--- src/rtl/flag_ofs_pkg.sv ---
package flag_ofs_pkg;

  // Encoding equals {sel_hi, sel_lo} sampled while reset is asserted.
  typedef enum logic [1:0] {
    LD_PARALLEL     = 2'b00,
    LD_PRESET_SMALL = 2'b01,
    LD_PRESET_LARGE = 2'b10,
    LD_SERIAL       = 2'b11
  } load_mode_e;

endpackage

--- src/rtl/flag_mode_latch.sv ---
module flag_mode_latch
  import flag_ofs_pkg::*;
(
  input  logic       clk,
  input  logic       rst,
  input  logic       sel_hi,
  input  logic       sel_lo,
  output load_mode_e mode
);

  // Tracks the selects during reset; frozen from the first cycle after release.
  always_ff @(posedge clk) begin
    if (rst) begin
      mode <= load_mode_e'({sel_hi, sel_lo});
    end
  end

endmodule

--- src/rtl/flag_ready_timer.sv ---
module flag_ready_timer #(
  parameter int DELAY = 2
) (
  input  logic clk,
  input  logic rst,
  output logic elapsed
);

  localparam int CW = $clog2(DELAY + 1);

  logic [CW-1:0] cnt;

  // Counts rising edges after release and saturates at DELAY.
  always_ff @(posedge clk) begin
    if (rst) begin
      cnt <= '0;
    end else if (cnt != CW'(DELAY)) begin
      cnt <= cnt + 1'b1;
    end
  end

  assign elapsed = (cnt == CW'(DELAY));

endmodule

--- src/rtl/flag_offset_regs.sv ---
module flag_offset_regs
  import flag_ofs_pkg::*;
#(
  parameter int OFS_W        = 9,
  parameter int PRESET_SMALL = 8,
  parameter int PRESET_LARGE = 64
) (
  input  logic             clk,
  input  logic             rst,
  input  logic             sel_hi,
  input  logic             sel_lo,
  input  load_mode_e       mode,
  input  logic             par_we,
  input  logic [OFS_W-1:0] par_data,
  output logic [OFS_W-1:0] empty_ofs,
  output logic [OFS_W-1:0] full_ofs,
  output logic             par_done,
  output logic             ser_done
);

  localparam int SER_BITS = 2 * OFS_W;
  localparam int BCW      = $clog2(SER_BITS + 1);

  logic [BCW-1:0] bit_cnt;
  logic           full_loaded;
  logic           ser_shift;
  logic [OFS_W-1:0] preset_val;

  // Preset chosen from the live selects; the last reset cycle's value sticks.
  always_comb begin
    unique case ({sel_hi, sel_lo})
      2'b01:   preset_val = OFS_W'(PRESET_SMALL);
      2'b10:   preset_val = OFS_W'(PRESET_LARGE);
      default: preset_val = '0;
    endcase
  end

  assign ser_shift = (mode == LD_SERIAL) && !sel_hi && (bit_cnt != BCW'(SER_BITS));

  always_ff @(posedge clk) begin
    if (rst) begin
      empty_ofs   <= preset_val;
      full_ofs    <= preset_val;
      bit_cnt     <= '0;
      full_loaded <= 1'b0;
      par_done    <= 1'b0;
      ser_done    <= 1'b0;
    end else begin
      // Parallel load: upper offset first, lower offset second.
      if (par_we) begin
        if (!full_loaded) begin
          full_ofs    <= par_data;
          full_loaded <= 1'b1;
        end else begin
          empty_ofs <= par_data;
          par_done  <= 1'b1;
        end
      end
      // Serial load: one chain, new bits enter at the low end of empty_ofs.
      if (ser_shift) begin
        {full_ofs, empty_ofs} <= {full_ofs[OFS_W-2:0], empty_ofs, sel_lo};
        bit_cnt <= bit_cnt + 1'b1;
      end
      if ((mode == LD_SERIAL) && (bit_cnt == BCW'(SER_BITS))) begin
        ser_done <= 1'b1;
      end
    end
  end

endmodule

--- src/rtl/flag_offset_loader.sv ---
module flag_offset_loader
  import flag_ofs_pkg::*;
#(
  parameter int DATA_W       = 36,
  parameter int OFS_W        = 9,
  parameter int PRESET_SMALL = 8,
  parameter int PRESET_LARGE = 64,
  parameter int READY_DELAY  = 2
) (
  input  logic              clk,
  input  logic              rst,
  input  logic              sel_hi,
  input  logic              sel_lo,
  input  logic              wr_req,
  input  logic [DATA_W-1:0] wr_data,
  output logic [OFS_W-1:0]  empty_ofs,
  output logic [OFS_W-1:0]  full_ofs,
  output logic              in_ready,
  output logic              prog_done,
  output logic              mem_we,
  output logic              wr_steal
);

  load_mode_e mode;
  logic       elapsed;
  logic       par_done;
  logic       ser_done;
  logic       accept;
  logic       par_we;
  logic       unused_hi;

  assign unused_hi = ^wr_data[DATA_W-1:OFS_W];

  flag_mode_latch u_mode (
    .clk    (clk),
    .rst    (rst),
    .sel_hi (sel_hi),
    .sel_lo (sel_lo),
    .mode   (mode)
  );

  flag_ready_timer #(.DELAY(READY_DELAY)) u_timer (
    .clk     (clk),
    .rst     (rst),
    .elapsed (elapsed)
  );

  flag_offset_regs #(
    .OFS_W        (OFS_W),
    .PRESET_SMALL (PRESET_SMALL),
    .PRESET_LARGE (PRESET_LARGE)
  ) u_regs (
    .clk       (clk),
    .rst       (rst),
    .sel_hi    (sel_hi),
    .sel_lo    (sel_lo),
    .mode      (mode),
    .par_we    (par_we),
    .par_data  (wr_data[OFS_W-1:0]),
    .empty_ofs (empty_ofs),
    .full_ofs  (full_ofs),
    .par_done  (par_done),
    .ser_done  (ser_done)
  );

  // Readiness and completion are selected from registered sources.
  always_comb begin
    unique case (mode)
      LD_SERIAL: begin
        in_ready  = ser_done;
        prog_done = ser_done;
      end
      LD_PARALLEL: begin
        in_ready  = elapsed;
        prog_done = par_done;
      end
      default: begin
        in_ready  = elapsed;
        prog_done = elapsed;
      end
    endcase
  end

  assign accept   = wr_req & in_ready;
  assign mem_we   = accept & prog_done;
  assign wr_steal = accept & ~prog_done;
  assign par_we   = wr_steal & (mode == LD_PARALLEL);

endmodule

--- config.mk ---
export PLATFORM = sky130hd
export DESIGN_NAME = flag_offset_loader
export DESIGN_NICKNAME = d
export VERILOG_FILES = /design/src/rtl/flag_ofs_pkg.sv /design/src/rtl/flag_mode_latch.sv /design/src/rtl/flag_ready_timer.sv /design/src/rtl/flag_offset_regs.sv /design/src/rtl/flag_offset_loader.sv
export SDC_FILE = /design/constraint.sdc
export NUM_CORES = 1
export LEC_CHECK = 0
export BUFFER_PORTS_ARGS = -buffer_cell sky130_fd_sc_hd__buf_2
export CORE_MARGIN = 2
export CORE_UTILIZATION = 47
export CTS_CLUSTER_DIAMETER = 50
export DETAILED_ROUTE_END_ITERATION = 10
export MAX_ROUTING_LAYER = met4
export PLACE_DENSITY_LB_ADDON = 0.25
export SYNTH_ARGS = -nofsm -noshare
export SYNTH_HDL_FRONTEND = slang
export SYNTH_HIERARCHICAL = 1
export SYNTH_SLANG_ARGS = --single-unit
--- constraint.sdc ---
create_clock -name clk -period 3.1 [get_ports clk]
set_input_delay 0.155 -clock clk [delete_from_list [all_inputs] [get_ports clk]]
set_output_delay 0.155 -clock clk [all_outputs]
set_load 0.01 [all_outputs]
After elaboration in Yosys (flattened, before gate mapping)
Cells that the tools add are included.

storage, ports and cells
  flip-flop bits (word level) = 30
  bits of input ports = 41
  output and inout bits = 22

cells by class
  add/subtract/negate cells = 2
  equal/unequal tests = 8
  multiplexer cells = 11
  bitwise logic cells = 5
  reductions and logical operators = 10

operators by type and width
  operator                                                         count
  9-bit two-way mux                                                8
  7-bit case mux with 2 select lines                               1
  2-bit == test, second input constant                             3
  2-bit AND reduction                                              3
  3-bit nonzero test                                               2
  5-bit by 1-bit adder with 5-bit output, second input constant    1
  5-bit == test, second input constant                             1
  5-bit inequality test, second input constant                     1
  1-bit bitwise AND                                                4
  1-bit logical AND                                                3
  3-bit inequality test, second input constant                     1
  2-bit by 1-bit adder with 2-bit output, second input constant    1
  2-bit by 1-bit == test with 1-bit output, second input constant  1
  2-bit zero test                                                  1
  2-bit inequality test, second input constant                     1
  1-bit case mux with 2 select lines                               1
  1-bit zero test                                                  1
  1-bit two-way mux                                                1
  1-bit inverter                                                   1

Depth between registers and ports, before layout
  word-level depth = 8
  mapped depth = 7
  mapped depth without buffers = 6

Cells and area by module
Netlist, hierarchy kept.

modules (own cells, without submodules)
  module              times used  cells each  area each (um^2)  seq. area each (um^2)
  flag_offset_regs    1           118         1247.4            700.7
  flag_offset_loader  1           14          110.1             0.0
  flag_ready_timer    1           10          100.1             40.0
  flag_mode_latch     1           2           60.1              60.1

Worst setup path after synthesis
Ideal clock, no wire load.

  kind = flip-flop to flip-flop
  start = register u_mode.mode[0]
  end = register u_regs.full_ofs[0] (enable)
  arrival = 1902 ps
  path slack = 866 ps
  cell stages (with the launch flop) = 6
  path buffers = 0
  path through = edfxtp_1 > inv_1 > ha_1 > a221o_1 > a2111oi_2 > a211o_1

between the ends
  cells in the longest elaborated chain, start to end = 7

ends and longest elaborated chain
  what                                                                     RTL line                                            source
  start, declared                                                          flag_mode_latch.sv:8                                output load_mode_e mode
  start signal, assigned                                                   flag_mode_latch.sv:14                               mode <= load_mode_e'({sel_hi, sel_lo});
  2-bit == test or 2-bit zero test (tied branches)                         flag_offset_loader.sv:68, flag_offset_loader.sv:87
  1-bit case mux with 2 select lines or 1-bit two-way mux (tied branches)  flag_offset_loader.sv:68                            unique case (mode)
  1-bit inverter or 1-bit bitwise AND (tied branches)                      flag_offset_loader.sv:86, flag_offset_loader.sv:84
  1-bit bitwise AND                                                        flag_offset_loader.sv:86                            assign wr_steal = accept & ~prog_done;
  1-bit bitwise AND *                                                      flag_offset_loader.sv:87                            assign par_we = wr_steal & (mode == LD_PARALLEL);
  named net par_we                                                         flag_offset_loader.sv:29                            logic par_we;
  3-bit nonzero test (no line) *                                           --
  2-bit AND reduction (no line) *                                          --
  end signal, assigned                                                     flag_offset_regs.sv:43                              full_ofs <= preset_val;
  end signal, assigned                                                     flag_offset_regs.sv:52                              full_ofs <= par_data;
  end signal, assigned                                                     flag_offset_regs.sv:61                              {full_ofs, empty_ofs} <= {full_ofs[OFS_W-2:0], empty_ofs, sel_lo};
  end, declared                                                            flag_offset_regs.sv:16                              output logic [OFS_W-1:0] full_ofs,

Mark *: on every way through the listed nets, which the timed path passes. The rest lies on a longest branch.
A chain may end at the register's enable or synchronous reset.

Worst setup path in the final report
  start = register u_mode.mode[0]
  end = register u_regs.empty_ofs[3] (enable)

between the ends
  cells in the longest elaborated chain, start to end = 7

ends and longest elaborated chain
  what                                                                     RTL line                                            source
  2-bit == test or 2-bit zero test (tied branches)                         flag_offset_loader.sv:68, flag_offset_loader.sv:87
  1-bit case mux with 2 select lines or 1-bit two-way mux (tied branches)  flag_offset_loader.sv:68
  1-bit inverter or 1-bit bitwise AND (tied branches)                      flag_offset_loader.sv:86, flag_offset_loader.sv:84
  1-bit bitwise AND                                                        flag_offset_loader.sv:86
  1-bit bitwise AND *                                                      flag_offset_loader.sv:87
  named net par_we                                                         flag_offset_loader.sv:29
  3-bit nonzero test (no line) *                                           --
  2-bit AND reduction (no line) *                                          --
  end signal, assigned                                                     flag_offset_regs.sv:42                              empty_ofs <= preset_val;
  end signal, assigned                                                     flag_offset_regs.sv:55                              empty_ofs <= par_data;
  end signal, assigned                                                     flag_offset_regs.sv:61
  end, declared                                                            flag_offset_regs.sv:15                              output logic [OFS_W-1:0] empty_ofs,

Marks and branches as above.

==> impl_metrics.ini <==
[setup_path]
endpoint_kind = flip-flop
crit_end = u_regs/empty_ofs[3]
critPathArrivalTime_ns = 2.59
worstRegToRegCells = 5
worstSetupPathType = reg2reg
path_max_fanout = 9
crit_slowest_cell = a2111oi_2
r2r-start = u_mode/mode[0]
r2r-end = u_regs/empty_ofs[3]
path_buf_inv = 1
worstPathCellList = inv_1 > ha_1 > a221o_1 > a2111oi_2 > a211o_1
crit_path_start = u_mode/mode[0]
start_kind = flip-flop
cp_top_family = compound AO/OA/AOI/OAI gates
worst-r2r-setup-slack_ns = 0.50
slowest_delay_ns = 0.57
worst-path-stages = 5
cp.required_ns = 3.08

[sta]
slew_viol_final = 0
period_minus_slack_ns = 2.60
setup_ws_ns = 0.496
setup-tns-final_ns = 0
max_freq_ghz = 0.384
relSlewSlack = 0.521
setup_violations = 0
skew_ns = 0.00712
worst_pin_slew_ns = 0.719
period_share = 0.840
finalHoldViolCount = 0
rsz0062_at_grt = no

[clock_tree]
cts.clk_slew.worst_paths_ns = 0.09
cts_tree = built
cts_root_buffer = clkbuf_4
clk_latency_ns = 0.33
cts_buffers = 5
htree_levels = 2
cts_sinks = 30
clk_path_buf_depth = 2
cts_setup_buffers = 0
cts_resized = 0
cts_hold_buffers = 0

[grt]
grt_use_total = 0.217
grt_pass1_vias = 1196
grt_pass1_wl_um = 5580
grt_max_degree = 39
antenna_found_initial = 0
grt-ovfl-total = 0

[power]
p_int_mw = 0.720
pwr_density_cell_mw_per_mm2 = 560
power_frac_comb = 0.194
p_sw_mw = 0.277
power_mw = 0.997
p_clk_frac = 0.307
sequentialPowerShare = 0.499
ir_worst_vdd_v = 0.000356
switching_share = 0.278
leakagePower_nw = 0.723

[placement]
dpl_worst_slack_ns = 0.519
dpl.hpwl_um = 2300
io_buffers = 35
routabilityCongestion = 0.781

[finish]
fillers = 292
drive_gt1_frac = 0.281
multi_input_area_um2 = 631
fin_nets = 224
syn_to_final_growth_pct = 17.3
regArea_um2 = 801
num_antenna_cells = 0

[synth]
synth.avg_cell_area_um2 = 10.5
syn-num-nets = 191
yosysWarnings = 6
synthCells = 144
syn-cell-area_mm2 = 0.00152
seq_area_frac_synth = 0.528
ys_ff_latch = 30
synth_cell_types = 34

[detailed_routing]
antenna_left = 0
m1WireLength_um = 1380
met3_length_um = 301
first_pass_iters = 4
dr_total_vias = 1276
wl_per_cell_um = 15.5
totalWireLength_um = 3440
wl_met2_um = 1690
drc = 0
routed_via_density = 5.75
drt_iter0_drc = 73
top_layer = met4

[floorplan]
core_area_mm2 = 0.00305
initial_utilization = 0.497
ioPinCount = 63
die-area_mm2 = 0.00370
die_w_um = 60.8
rows = 20
die_h_um = 60.8

[job]
maxCapViolCount = 0

[worst_hold_path]
hold_class = in2reg

[outcome]
status = complete, no violations
-- per-stage QoR --
step | instance area (um^2) | cells | hold WS (ns) | utilization
after floorplan | 1520 | 144 | 0.217 | -
after global placement | 1700 | 214 | 0.385 | 0.558
after detailed placement | 1700 | 214 | 0.388 | 0.558
after CTS | 1780 | 222 | 0.0372 | 0.583
after global routing | 1780 | 222 | 0.0378 | 0.583
final | 1780 | 222 | 0.0479 | 0.583
-- worst min-delay path by stage --
| stage | slack [ns] | from | cells past startpoint | to |
|---|---|---|---|---|
| after floorplan | 0.22 | rst | 1 | u_timer/cnt[1] |
| after global placement | 0.39 | sel_lo | 1 | u_mode/mode[0] |
| after detailed placement | 0.39 | sel_lo | 1 | u_mode/mode[0] |
| after CTS | 0.04 | sel_lo | 1 | u_mode/mode[0] |
| after global routing | 0.04 | sel_lo | 1 | u_mode/mode[0] |
| final | 0.05 | sel_lo | 1 | u_mode/mode[0] |
-- worst register-to-register path, stage by stage, from the launching register on --
cell       delay (ns)
edfxtp_1         0.47
inv_1            0.08
ha_1             0.31
a221o_1          0.33
a2111oi_2        0.57
a211o_1          0.50
-- cell usage after synthesis --
library cell,count,area share
a211o_1,2,0.012
buf_4,3,0.015
edfxtp_1,20,0.40
nand4_1,1,0.0041
nand4bb_1,1,0.0074
o31ai_1,2,0.0099
a211oi_1,2,0.0099
or4_1,2,0.0099
a221o_1,1,0.0066
nand2b_1,5,0.021
nor2_1,6,0.015
and4_2,1,0.0066
nand2_1,4,0.0099
nand3b_1,2,0.0099
nand3b_4,1,0.013
xor2_1,1,0.0058
o221ai_1,4,0.023
mux2i_1,1,0.0066
or2_1,1,0.0041
and2_2,1,0.0049
a21o_1,1,0.0049
a31oi_1,1,0.0041
dfxtp_1,10,0.13
buf_2,3,0.0099
and3b_1,1,0.0058
a21oi_1,20,0.066
nand3_1,15,0.049
inv_1,9,0.022
a2111oi_2,1,0.0099
o21ai_0,10,0.033
clkbuf_1,4,0.0099
ha_1,6,0.049
a21oi_2,1,0.0058
and4bb_2,1,0.0082
-- power groups by stage --
stage | logic, mW | registers [mW] | clock network, mW
6_report | 0.194 | 0.498 | 0.305
5_1_grt | 0.220 | 0.503 | 0.328
4_1_cts | 0.196 | 0.498 | 0.310
3_5_place_dp | 0.195 | 0.508 | 0
3_3_place_gp | 0.184 | 0.504 | 0
2_1_floorplan | 0.121 | 0.513 | 0
-- routing by layer --
metal,track usage,vias to the layer above
li1,-,604
met1,0.263,603
met2,0.343,62
met3,0.0576,7
met4,0.0870,0
met5,-,-
-- sequential cells by signal, summed over array words and instances, names as in the netlist --
| signal | cells |
|---|---|
| u_mode/mode | 2 |
| u_regs/bit_cnt | 5 |
| u_regs/empty_ofs | 9 |
| u_regs/full_loaded | 1 |
| u_regs/full_ofs | 9 |
| u_regs/par_done | 1 |
| u_regs/ser_done | 1 |
| u_timer/cnt | 2 |
-- cells by family (layout without fill, tap and decap cells) --
kind of cell               Yosys count  count (layout)  share of synthesized area
xor gates and xnor gates             1               1                    0.00577
and+or+nand+nor                     42              42                      0.169
buffers and inverters               19              53                     0.0569
AOI/OAI and AO/OA                   45              45                      0.185
muxes                                1               1                    0.00660
adders and majority gates            6               6                     0.0495
DFF                                 30              30                      0.528
-- final cells by class --
cell class	count	share of cell area
Timing Repair Buffer	36	0.103
Sequential cell	30	0.450
Multi-Input combinational cell	95	0.354
Tap cell	44	0.0309
Clock inverter	3	0.0225
Inverter	9	0.0190
Clock buffer	5	0.0211
-- cell usage in the layout, fill, tap and decap left out, types with 4 or more instances in the layout --
cell type  synthesis  routed
nor2_1             6       6
inv_1              9       9
nand3_1           15      15
buf_2              3      35
edfxtp_1          20      20
nand2_1            4       4
ha_1               6       6
clkbuf_4           0       5
a21oi_1           20      20
o21ai_0           10      10
dfxtp_1           10      10
o221ai_1           4       4
nand2b_1           5       5
No activity file was read; power rests on OpenSTA's default activity.
